### src/rtl/ir_sir_pkg.sv
package ir_sir_pkg;

  // Bits needed to hold values 0..n
  function automatic int cw(input int n);
    return (n < 2) ? 1 : $clog2(n + 1);
  endfunction

endpackage

### src/rtl/ir_sir_sync.sv
module ir_sir_sync #(
  parameter int STAGES = 2
) (
  input  logic clk,
  input  logic rst,
  input  logic d,
  output logic q
);

  logic [STAGES-1:0] sh;

  always_ff @(posedge clk) begin
    if (rst) sh <= '0;
    else     sh <= {sh[STAGES-2:0], d};
  end

  assign q = sh[STAGES-1];

endmodule

### src/rtl/ir_sir_tx.sv
module ir_sir_tx #(
  parameter int BIT_TICKS = 16,
  parameter int TX_OFFSET = 7,
  parameter int TX_WIDTH  = 3
) (
  input  logic clk,
  input  logic rst,
  input  logic en,
  input  logic tick,
  input  logic txd,
  output logic ir_tx
);

  localparam int PW = ir_sir_pkg::cw(BIT_TICKS - 1);
  localparam logic [PW-1:0] LAST   = PW'(BIT_TICKS - 1);
  localparam logic [PW-1:0] WIN_LO = PW'(TX_OFFSET);
  localparam logic [PW-1:0] WIN_HI = PW'(TX_OFFSET + TX_WIDTH - 1);

  logic          txd_q;
  logic [PW-1:0] phase;
  logic [PW-1:0] cur;
  logic          in_win;

  // A transition marks phase 0 of a new bit period
  always_comb begin
    cur    = (txd ^ txd_q) ? '0 : phase;
    in_win = (cur >= WIN_LO) && (cur <= WIN_HI);
  end

  always_ff @(posedge clk) begin
    if (rst) begin
      txd_q <= 1'b1;
      phase <= '0;
      ir_tx <= 1'b0;
    end else if (!en) begin
      txd_q <= 1'b1;
      phase <= '0;
      ir_tx <= txd;
    end else if (tick) begin
      txd_q <= txd;
      phase <= (cur == LAST) ? '0 : cur + 1'b1;
      ir_tx <= ~txd & in_win;
    end
  end

endmodule

### src/rtl/ir_sir_rx.sv
module ir_sir_rx #(
  parameter int BIT_TICKS = 16,
  parameter int RX_DELAY  = 8
) (
  input  logic clk,
  input  logic rst,
  input  logic en,
  input  logic tick,
  input  logic ir_s,
  input  logic ir_raw,
  output logic rxd
);

  localparam int DW = ir_sir_pkg::cw(RX_DELAY - 1);
  localparam int WW = ir_sir_pkg::cw(BIT_TICKS - 1);
  localparam logic [DW-1:0] D_INIT = DW'(RX_DELAY - 1);
  localparam logic [WW-1:0] W_INIT = WW'(BIT_TICKS - 1);

  logic          ir_q;
  logic          rise;
  logic          pend;
  logic          dly_on;
  logic [DW-1:0] dcnt;
  logic          win_on;
  logic [WW-1:0] wcnt;
  logic          fire;

  always_comb begin
    rise = ir_s & ~ir_q;
    fire = dly_on && (dcnt == '0);
  end

  always_ff @(posedge clk) begin
    if (rst) begin
      ir_q   <= 1'b0;
      pend   <= 1'b0;
      dly_on <= 1'b0;
      dcnt   <= '0;
      win_on <= 1'b0;
      wcnt   <= '0;
      rxd    <= 1'b1;
    end else begin
      ir_q <= ir_s;
      if (!en) begin
        pend   <= 1'b0;
        dly_on <= 1'b0;
        dcnt   <= '0;
        win_on <= 1'b0;
        wcnt   <= '0;
        rxd    <= ir_raw;
      end else if (tick) begin
        pend <= 1'b0;
        // delay stage: a new trigger always restarts it
        if (pend | rise) begin
          dly_on <= 1'b1;
          dcnt   <= D_INIT;
        end else if (fire) begin
          dly_on <= 1'b0;
        end else if (dly_on) begin
          dcnt <= dcnt - 1'b1;
        end
        // window stage: a delay expiry (re)starts it
        if (fire) begin
          win_on <= 1'b1;
          wcnt   <= W_INIT;
        end else if (win_on) begin
          if (wcnt == '0) win_on <= 1'b0;
          else            wcnt   <= wcnt - 1'b1;
        end
        rxd <= ~(fire | (win_on & (wcnt != '0)));
      end else begin
        pend <= pend | rise;
      end
    end
  end

endmodule

### src/rtl/ir_sir_codec.sv
module ir_sir_codec #(
  parameter int BIT_TICKS   = 16,
  parameter int TX_OFFSET   = 7,
  parameter int TX_WIDTH    = 3,
  parameter int RX_DELAY    = 8,
  parameter int SYNC_STAGES = 2
) (
  input  logic clk,
  input  logic rst,
  input  logic en,
  input  logic tick16,
  input  logic uart_txd_i,
  input  logic ir_rxd_i,
  output logic ir_txd_o,
  output logic uart_rxd_o
);

  logic ir_sync;

  ir_sir_sync #(.STAGES(SYNC_STAGES)) u_sync (
    .clk (clk),
    .rst (rst),
    .d   (ir_rxd_i),
    .q   (ir_sync)
  );

  ir_sir_tx #(
    .BIT_TICKS (BIT_TICKS),
    .TX_OFFSET (TX_OFFSET),
    .TX_WIDTH  (TX_WIDTH)
  ) u_tx (
    .clk   (clk),
    .rst   (rst),
    .en    (en),
    .tick  (tick16),
    .txd   (uart_txd_i),
    .ir_tx (ir_txd_o)
  );

  ir_sir_rx #(
    .BIT_TICKS (BIT_TICKS),
    .RX_DELAY  (RX_DELAY)
  ) u_rx (
    .clk    (clk),
    .rst    (rst),
    .en     (en),
    .tick   (tick16),
    .ir_s   (ir_sync),
    .ir_raw (ir_rxd_i),
    .rxd    (uart_rxd_o)
  );

endmodule

### config.mk
export PLATFORM = sky130hd
export DESIGN_NAME = ir_sir_codec
export DESIGN_NICKNAME = d
export VERILOG_FILES = /design/src/rtl/ir_sir_pkg.sv /design/src/rtl/ir_sir_sync.sv /design/src/rtl/ir_sir_tx.sv /design/src/rtl/ir_sir_rx.sv /design/src/rtl/ir_sir_codec.sv
export SDC_FILE = /design/constraint.sdc
export NUM_CORES = 1
export LEC_CHECK = 0
export BUFFER_PORTS_ARGS = -buffer_cell sky130_fd_sc_hd__buf_2
export CORE_MARGIN = 2
export CORE_UTILIZATION = 56
export DETAILED_ROUTE_END_ITERATION = 12
export PLACE_DENSITY_LB_ADDON = 0.15
export SYNTH_ARGS = -nofsm -noshare
export SYNTH_HDL_FRONTEND = slang
export SYNTH_SLANG_ARGS = --single-unit
### constraint.sdc
create_clock -name clk -period 1.67 [get_ports clk]
set_clock_uncertainty 0.05 [all_clocks]
set_input_delay 0.167 -clock clk [delete_from_list [all_inputs] [get_ports clk]]
set_output_delay 0.167 -clock clk [all_outputs]
set_load 0.02 [all_outputs]
==> results.yml <==
clocking:
  clockBufferDepth: 2
  cts_setup_buffers: 0
  cts.sinks: 20
  cts_tree: "done"
  cts_buffers: 3
  clk_latency_ns: 0.29
  root_buffer: "clkbuf_4"
  holdBufCountCts: 0
  ctsResizeCount: 0
  htreeDepth: 1
  path_clk_slew_ns: 0.11
place:
  place.gp.congestion: 0.755
  place.port_buffers: 7
  dp_hpwl_mm: 1.24
  dp_cells: 129
  pre_cts_ws_ns: 0.0799
sta:
  fmax_ghz: 0.633
  relSlewSlack: 0.676
  setup_slack_ns: 0.0910
  finalCritPeriodShare: 0.945
  hold_viol_final: 0
  fin_tns_setup_ns: 0
  tightest_slew_ns: 0.485
  slew_viol_final: 0
  setup-violations-final: 0
  fin_crit_ns: 1.58
die:
  initial_core_util: 0.608
  io_pins: 8
  core_region_area_sq_mm: 0.00154
  dieWidth_um: 44.9
  rows: 14
  dieArea_sq_mm: 0.00202
  die_h_um: 44.9
finish:
  layout-drive-gt1-share: 0.154
  num-fill-cells: 121
  antenna_cells: 0
  fin_util: 0.676
  area_growth_pct: 11.2
  final_cell_count_no_fill: 133
  nNetsFinal: 127
logic_synthesis:
  synthesis.nets: 115
  syn_inst: 106
  synthDistinctLibCells: 30
  netlist_area_sq_um: 937
  seq_area_frac_synth: 0.427
  avgSynthCellArea_sq_um: 8.84
  yosys_register_bits: 20
  yosys_warnings: 0
drt:
  ant_nets: 0
  post_drt_wl_per_cell_um: 12.8
  totalWireLength_mm: 1.70
  vias_per_cell: 6.00
  vias: 798
  remaining_drc_errors: 0
  drt-initial-drc-count: 22
  dr.pass1.iters: 4
pwr:
  peakVddDrop_v: 0.000909
  powerDensity_mw_per_mm2: 794
  power.leakage_nw: 0.411
  p_total_mw: 0.828
critical_path:
  worstPathRequired_ns: 1.84
  critical_path_arrival_ns: 1.75
  end_kind: "flip-flop"
  critPathLaunchType: "flip-flop"
  cp_max_fo: 5
  critPathKind: "flip-flop to flip-flop"
global_routing:
  grt_pass1_wl_mm: 2.94
  antenna_found_initial: 0
  grt_max_degree: 13
  grt_use_total: 0.199
  grt_pass1_vias: 718
  grt-ovfl-total: 0
worst_hold_path:
  hp-class: "input port to flip-flop"
job:
  drv_cap: 0
status:
  status: "finished clean"
-- layout by cell type (no fill, tap or decap), types with 2 or more instances in the layout --
cell      netlist  layout
nor3_1          2       2
nand2_1         6       6
nor2b_1         8       7
clkbuf_4        0       3
inv_1           6       6
nor3b_1         2       2
a311oi_1        2       2
dfxtp_1        20      19
nor2_1          3       3
ha_1            3       3
mux2i_1         2       2
and4b_1         3       3
a21oi_1         9       9
a31oi_1         6       6
nand3_1         3       3
buf_4           0       2
or4_1           2       2
or3_1           4       4
buf_2           0       7
o21ai_0        11      11
-- cell type report --
class,instances,area [sq um],share of cell area
clock buffer,4,36.3,0.0348
multi-input combinational,78,512,0.491
inverter,6,22.5,0.0216
timing repair buffer,9,50.0,0.0480
sequential,20,402,0.385
tap,16,20.0,0.0192
-- path summary, 6_finish.rpt --
| kind | startpoint | to | slack, ns | cells after the start |
|---|---|---|---|---|
| worst min-delay path | rst | u_sync.sh[0] | 0.05 | 2 |
| worst max-delay path | u_rx.wcnt[0] | u_rx.wcnt[3] | 0.09 | 5 |
| worst max register to register | u_rx.wcnt[0] | u_rx.wcnt[3] | 0.09 | 5 |
| worst min register to register | u_sync.sh[0] | u_sync.sh[1] | 0.41 | 1 |
-- worst max-delay path: stages (launching register included) --
cell     delay (ns)
dfxtp_2        0.36
inv_1          0.04
ha_1           0.21
nor3b_1        0.18
or4_1          0.51
a31oi_1        0.16
-- logic make-up after synthesis --
logic type                 share of synthesized area
xor gates and xnor gates                     0.00935
muxes                                         0.0214
buffers and inverters                         0.0320
AOI/OAI and AO/OA                              0.215
DFF                                            0.427
adders and majority gates                     0.0401
and+or+nand+nor                                0.255
-- routing by layer --
layer | wire length [um] | track usage | vias up
met1 | 849 | 0.258 | 365
met3 | 67 | 0.0640 | 2
met4 | 17 | 0.0765 | 0
met2 | 770 | 0.310 | 18
met5 | 0 | 0 | -
li1 | - | - | 413
-- power breakdown --
| part | internal (mW) | switching (mW) | total, mW |
|---|---|---|---|
| logic | 0.0251 | 0.0395 | 0.0645 |
| clock network | 0.133 | 0.137 | 0.269 |
| registers | 0.487 | 0.00689 | 0.494 |
| total | 0.645 | 0.183 | 0.828 |
-- through the flow --
stage               instance area [sq um]  hold WS, ns
floorplan                             937        0.189
global placement                     1000        0.355
detailed placement                   1000        0.355
CTS                                  1040       0.0426
global route                         1040       0.0378
finish                               1040       0.0537
-- Yosys cell counts (all sizes together) --
master | n | area, sq um
nor2b | 8 | 50.1
and4b | 3 | 30.0
or3b | 1 | 8.76
xnor2 | 1 | 8.76
nand2 | 6 | 22.5
or4 | 2 | 15.0
nand2b | 1 | 6.26
and2b | 1 | 8.76
or3 | 4 | 25.0
nor3b | 2 | 15.0
ha | 3 | 37.5
nand4 | 1 | 6.26
o21ai | 11 | 55.1
a31oi | 6 | 37.5
inv | 6 | 22.5
and3 | 1 | 6.26
a311oi | 2 | 17.5
a21bo | 1 | 10.0
and3b | 1 | 8.76
o2111ai | 1 | 8.76
nor3 | 2 | 10.0
nand3 | 3 | 15.0
clkbuf | 2 | 7.51
a21boi | 1 | 7.51
a21oi | 9 | 45.0
mux2i | 2 | 20.0
nor2 | 3 | 11.3
dfxtp | 20 | 400
o211a | 1 | 10.0
a221o | 1 | 10.0
-- registers in the layout, summed over array words and instances (netlist names) --
| name | cells |
|---|---|
| u_tx.phase | 4 |
| u_rx.ir_q | 1 |
| u_rx.dly_on | 1 |
| u_rx.wcnt | 4 |
| u_tx.txd_q | 1 |
| u_rx.rxd | 1 |
| u_rx.pend | 1 |
| u_tx.ir_tx | 1 |
| u_rx.win_on | 1 |
| u_rx.dcnt | 3 |
| u_sync.sh | 2 |
Power figures use the tool's default switching activity.
